File: src/rtl/bt_irq_pkg.sv
package bt_irq_pkg;
   localparam int MASK_EN_POS   = 0;
   localparam int MASK_PEND_POS = 1;
   localparam int MASK_BITS     = 2;

   typedef struct packed {
      logic pend;
      logic en;
   } irq_mask_t;
endpackage

File: src/rtl/bt_irq_host_wr.sv
module bt_irq_host_wr
   import bt_irq_pkg::*;
(
   input  irq_mask_t cur_i,
   input  logic      wr_i,
   input  logic      wd_en_i,
   input  logic      wd_clr_i,
   input  logic      b2h_atn_i,
   input  logic      sms_atn_i,
   output irq_mask_t nxt_o
);
   always_comb begin
      nxt_o = cur_i;
      if (wr_i) begin
         if (wd_en_i != cur_i.en) begin
            if (wd_en_i) begin
               if (b2h_atn_i || sms_atn_i) nxt_o.pend = 1'b1;
               nxt_o.en = 1'b1;
            end else begin
               nxt_o.pend = 1'b0;
               nxt_o.en   = 1'b0;
            end
         end
         if (wd_clr_i) nxt_o.pend = 1'b0;
      end
   end
endmodule

File: src/rtl/bt_irq_evt.sv
module bt_irq_evt
   import bt_irq_pkg::*;
(
   input  irq_mask_t cur_i,
   input  logic      rsp_i,
   input  logic      sms_evt_i,
   input  logic      sms_val_i,
   input  logic      sms_req_i,
   input  logic      b2h_atn_i,
   input  logic      sms_atn_i,
   input  logic      glb_en_i,
   input  logic      present_i,
   input  logic      cold_i,
   output irq_mask_t nxt_o
);
   logic b2h_eff;
   logic line_ok;
   logic sms_change;

   assign b2h_eff    = b2h_atn_i | rsp_i;
   assign line_ok    = present_i & glb_en_i;
   assign sms_change = sms_evt_i & (sms_val_i != sms_atn_i);

   always_comb begin
      nxt_o = cur_i;
      if (rsp_i && line_ok && cur_i.en && !cur_i.pend)
         nxt_o.pend = 1'b1;
      if (sms_change) begin
         if (sms_val_i) begin
            if (sms_req_i && line_ok && cur_i.en && !b2h_eff)
               nxt_o.pend = 1'b1;
         end else if (!b2h_eff) begin
            nxt_o.pend = 1'b0;
         end
      end
      if (cold_i) begin
         nxt_o.en   = 1'b0;
         nxt_o.pend = 1'b0;
      end
   end
endmodule

File: src/rtl/bt_irq_state.sv
module bt_irq_state
   import bt_irq_pkg::*;
#(
   parameter bit ASYNC_RST = 1'b1
) (
   input  logic      clk_i,
   input  logic      rst_ni,
   input  irq_mask_t d_i,
   output irq_mask_t q_o
);
   generate
      if (ASYNC_RST) begin : g_async
         always_ff @(posedge clk_i or negedge rst_ni) begin
            if (!rst_ni) q_o <= '0;
            else         q_o <= d_i;
         end
      end else begin : g_sync
         always_ff @(posedge clk_i) begin
            if (!rst_ni) q_o <= '0;
            else         q_o <= d_i;
         end
      end
   endgenerate
endmodule

File: src/rtl/bt_irq_mask_ctrl.sv
module bt_irq_mask_ctrl
   import bt_irq_pkg::*;
#(
   parameter int DW        = 8,
   parameter bit ASYNC_RST = 1'b1
) (
   input  logic          clk_i,
   input  logic          rst_ni,
   input  logic          host_wr_i,
   input  logic [DW-1:0] host_wdata_i,
   input  logic          rsp_ready_i,
   input  logic          sms_evt_i,
   input  logic          sms_val_i,
   input  logic          sms_irq_req_i,
   input  logic          b2h_atn_i,
   input  logic          sms_atn_i,
   input  logic          irq_glb_en_i,
   input  logic          irq_present_i,
   input  logic          cold_rst_i,
   input  logic          warm_rst_i,
   output logic          irq_o,
   output logic [DW-1:0] mask_rd_o
);
   localparam int PAD_W = DW - MASK_BITS;

   generate
      if (DW < MASK_BITS) begin : g_bad_dw
         $error("bt_irq_mask_ctrl: DW must be at least MASK_BITS");
      end
   endgenerate

   irq_mask_t state_q;
   irq_mask_t after_wr;
   irq_mask_t after_evt;

   logic          warm_unused;
   logic [DW-1:0] wdata_unused;
   assign warm_unused  = warm_rst_i;
   assign wdata_unused = host_wdata_i;

   bt_irq_host_wr u_wr (
      .cur_i     (state_q),
      .wr_i      (host_wr_i),
      .wd_en_i   (host_wdata_i[MASK_EN_POS]),
      .wd_clr_i  (host_wdata_i[MASK_PEND_POS]),
      .b2h_atn_i (b2h_atn_i),
      .sms_atn_i (sms_atn_i),
      .nxt_o     (after_wr)
   );

   bt_irq_evt u_evt (
      .cur_i     (after_wr),
      .rsp_i     (rsp_ready_i),
      .sms_evt_i (sms_evt_i),
      .sms_val_i (sms_val_i),
      .sms_req_i (sms_irq_req_i),
      .b2h_atn_i (b2h_atn_i),
      .sms_atn_i (sms_atn_i),
      .glb_en_i  (irq_glb_en_i),
      .present_i (irq_present_i),
      .cold_i    (cold_rst_i),
      .nxt_o     (after_evt)
   );

   bt_irq_state #(.ASYNC_RST(ASYNC_RST)) u_state (
      .clk_i  (clk_i),
      .rst_ni (rst_ni),
      .d_i    (after_evt),
      .q_o    (state_q)
   );

   assign irq_o = state_q.pend;

   generate
      if (PAD_W > 0) begin : g_pad
         assign mask_rd_o = {{PAD_W{1'b0}}, state_q.pend, state_q.en};
      end else begin : g_nopad
         assign mask_rd_o = {state_q.pend, state_q.en};
      end
   endgenerate


   pend_needs_en_chk: assert property (@(posedge clk_i) disable iff (!rst_ni)
      irq_o |-> mask_rd_o[MASK_EN_POS]);


   en_fall_clr_chk: assert property (@(posedge clk_i) disable iff (!rst_ni)
      (host_wr_i && !host_wdata_i[MASK_EN_POS] && mask_rd_o[MASK_EN_POS])
      |=> (!irq_o && !mask_rd_o[MASK_EN_POS]));


   w1c_chk: assert property (@(posedge clk_i) disable iff (!rst_ni)
      (host_wr_i && host_wdata_i[MASK_PEND_POS] && !rsp_ready_i && !sms_evt_i)
      |=> !irq_o);


   rsp_raise_chk: assert property (@(posedge clk_i) disable iff (!rst_ni)
      (!host_wr_i && !cold_rst_i && rsp_ready_i && irq_present_i && irq_glb_en_i
       && mask_rd_o[MASK_EN_POS]) |=> irq_o);


   cold_clr_chk: assert property (@(posedge clk_i) disable iff (!rst_ni)
      cold_rst_i |=> (mask_rd_o == '0));


   warm_hold_chk: assert property (@(posedge clk_i) disable iff (!rst_ni)
      (warm_rst_i && !host_wr_i && !rsp_ready_i && !sms_evt_i && !cold_rst_i)
      |=> $stable(mask_rd_o));
endmodule

File: config.mk
export PLATFORM = sky130hd
export DESIGN_NAME = bt_irq_mask_ctrl
export DESIGN_NICKNAME = d
export VERILOG_FILES = /design/src/rtl/bt_irq_pkg.sv /design/src/rtl/bt_irq_host_wr.sv /design/src/rtl/bt_irq_evt.sv /design/src/rtl/bt_irq_state.sv /design/src/rtl/bt_irq_mask_ctrl.sv
export SDC_FILE = /design/constraint.sdc
export NUM_CORES = 1
export LEC_CHECK = 0
export BUFFER_PORTS_ARGS = -buffer_cell sky130_fd_sc_hd__buf_2
export CAP_MARGIN = 20
export CELL_PAD_IN_SITES_DETAIL_PLACEMENT = 0
export CELL_PAD_IN_SITES_GLOBAL_PLACEMENT = 1
export CORE_MARGIN = 4
export CORE_UTILIZATION = 16
export CTS_CLUSTER_DIAMETER = 120
export CTS_CLUSTER_SIZE = 10
export DETAILED_ROUTE_END_ITERATION = 10
export MAX_ROUTING_LAYER = met4
export PLACE_DENSITY = 0.73
export RECOVER_POWER = 100
export SYNTH_ARGS = -nofsm -noshare
export SYNTH_HDL_FRONTEND = slang
export SYNTH_SLANG_ARGS = --single-unit
File: constraint.sdc
create_clock -name clk_i -period 1.4 [get_ports clk_i]
set_input_delay 0.07 -clock clk_i [delete_from_list [all_inputs] [get_ports clk_i]]
set_output_delay 0.07 -clock clk_i [all_outputs]
set_load 0.05 [all_outputs]
==> results.sh <==
export IMPL_wl_per_cell_um=9.21
export IMPL_fin_crit_ps=1150
export IMPL_drt_wl_total_um=525
export IMPL_synthCells=25
export IMPL_cts_root_buf="clkbuf_4"
export IMPL_grt_usage=0.0606
export IMPL_final_nets=66
export IMPL_viasPerCell=3.74
export IMPL_rsz0062_at_grt="false"
export IMPL_grt_overflow=0
export IMPL_status="finished, final reports clean"
export IMPL_cts_resized=0
export IMPL_drive_gt1_frac=0.372
export IMPL_fin_cells=57
export IMPL_peakVddDrop_uv=203
export IMPL_dp_hpwl_um=454
export IMPL_dp_cells=53
export IMPL_worstPathCellList="clkbuf_1"
export IMPL_drt_iter0_markers=0
export IMPL_cp_required_ps=1330
export IMPL_start_util=0.181
export IMPL_clk_pin_slew_ps=30
export IMPL_antenna_found_initial=0
export IMPL_cp_endpoint="mask_rd_o[1]"
export IMPL_drcViolationCount=0
export IMPL_gp_routability_congestion=0.605
export IMPL_grt_max_degree=5
export IMPL_cts_buffers=3
export IMPL_largestRegisters="u_state.q_o: 2 flops"
export IMPL_vias=213
export IMPL_cts_tree="built"
export IMPL_hp_class="input pin to flip-flop"
export IMPL_tightestPinTransition_ps=595
export IMPL_placeableCoreArea_um2=1170
export IMPL_rr_endpoint="u_state.q_o[1]$_DFF_PN0_"
export IMPL_synth_avg_cell_area_um2=8.46
export IMPL_htree_levels=1
export IMPL_portBuffers=16
export IMPL_grt_pass1_vias=202
export IMPL_first_pass_iters=1
export IMPL_clock_latency_ps=220
export IMPL_synthDistinctLibCells=15
export IMPL_powerDensity_nw_per_um2=972
export IMPL_critPathKind="flip-flop to output pin"
export IMPL_cts_setup_buffers=0
export IMPL_cp_slowest_cell="clkbuf_1"
export IMPL_drv_cap=0
export IMPL_grt_pass1_wl_um=745
export IMPL_r2r_setup_slack_ps=320
export IMPL_largest_register="u_state.q_o"
export IMPL_crit_buf_inv=1
export IMPL_p_leak_nw=0.152
export IMPL_finalSetupViolations=0
export IMPL_multi_input_area_um2=128
export IMPL_r2r_start="u_state.q_o[0]$_DFF_PN0_"
export IMPL_io_pins=30
export IMPL_cp_start_kind="flip-flop"
export IMPL_max_slew_margin_rel=0.605
export IMPL_die_y_um=44.4
export IMPL_rows=12
export IMPL_synth_area_um2=211
export IMPL_max_freq_mhz=868
export IMPL_largest_register_ff_count=2
export IMPL_cp_max_fo=4
export IMPL_crit_cells=1
export IMPL_reg2reg_depth=4
export IMPL_dieArea_um2=1970
export IMPL_layout_common_cells="buf_2 (12), conb_1 (6), clkbuf_1 (4)"
export IMPL_n_fill_cell=134
export IMPL_drv_slew=0
export IMPL_crit_arrival_ps=1080
export IMPL_ys_seq_area_frac=0.237
export IMPL_hold_viol=0
export IMPL_end_kind="output pin"
export IMPL_cp_slowest_stage_delay_ps=480
export IMPL_syn_to_final_growth_pct=43.2
export IMPL_die_w_um=44.4
export IMPL_ys_seq_elements=2
export IMPL_seq_area_um2=50.0
export IMPL_cp_startpoint="u_state.q_o[1]$_DFF_PN0_"
export IMPL_antenna_cells=0
export IMPL_fin_crit_sh=0.822
export IMPL_fin_tns_setup_ps=0
export IMPL_skew_ps=1.30
export IMPL_crit_family="buffers and inverters"
export IMPL_cts_path_max_buffers=2
export IMPL_synth_warnings=0
export IMPL_final_common_cell="buf_2"
export IMPL_clock_sinks=2
export IMPL_ant_nets=0
-- where the power goes --
group	switching, mW	internal, mW	leakage, nW
logic	0.0733	0.0272	0.111
registers	0.00336	0.0619	0.0268
clock network	0.0339	0.0947	0.0138
-- cell usage after synthesis --
cell type,number,area (um2)
buf_4,7,52.6
a31oi_1,2,12.5
dfrtp_1,2,50.1
nand2b_1,2,12.5
nor2_1,2,7.51
and4b_1,1,10.0
and4bb_2,1,12.5
conb_1,1,3.75
mux2i_1,1,10.0
nand3_1,1,5.00
nand3b_1,1,7.51
nor2b_1,1,6.26
o21a_1,1,7.51
o21ai_0,1,5.00
xor2_1,1,8.76
-- through the flow --
stage / hold slack, ps / total power [mW] / utilization / area (um2) / worst slack (ps)
6_report: 25.3 / 0.294 / 0.259 / 303 / 249
3_5_place_dp: -143 / 0.166 / 0.235 / 275 / 327
5_1_grt: 32.7 / 0.312 / 0.259 / 303 / 197
3_3_place_gp: -146 / 0.166 / 0.235 / 275 / 327
2_1_floorplan: -226 / 0.153 / - / 230 / 64.9
4_1_cts: 15.1 / 0.306 / 0.263 / 308 / 312
-- layout make-up --
cell class / instances / share of cell area
Multi-Input combinational cell: 21 / 0.421
Timing Repair Buffer: 17 / 0.281
Sequential cell: 2 / 0.165
Clock buffer: 3 / 0.0744
Tap cell: 14 / 0.0579
-- worst min-delay path by stage --
stage / from / endpoint / slack (ps) / cells past startpoint
global route: cold_rst_i / u_state.q_o[0]$_DFF_PN0_ / 30 / 2
global placement: rst_ni / u_state.q_o[1]$_DFF_PN0_ / -150 / 1
floorplan: rst_ni / u_state.q_o[0]$_DFF_PN0_ / -230 / 0
detailed placement: rst_ni / u_state.q_o[1]$_DFF_PN0_ / -140 / 1
finish: cold_rst_i / u_state.q_o[0]$_DFF_PN0_ / 30 / 2
CTS: cold_rst_i / u_state.q_o[0]$_DFF_PN0_ / 20 / 2
-- layer usage --
layer	global-route usage	vias to the layer above	wire length, um
li1	-	113	-
met1	0.0530	86	200
met2	0.0785	14	243
met3	0.0285	0	80
met4	0.0904	0	0
met5	-	-	0
-- kinds of logic after synthesis --
| family | count (synthesis) | synth area share |
|---|---|---|
| compound gates | 4 | 0.118 |
| xor+xnor | 1 | 0.0414 |
| buf+inv | 7 | 0.249 |
| flops | 2 | 0.237 |
| mux | 1 | 0.0473 |
| other cells | 1 | 0.0177 |
| simple gates | 9 | 0.290 |
-- repair_timing --
| action | in CTS | in global routing |
|---|---|---|
| endpoints found under the setup margin | 0 | 0 |
| hold endpoints to repair | 2 | 0 |
| hold buffers | 1 | 0 |
(Power assumes the default switching activity.)
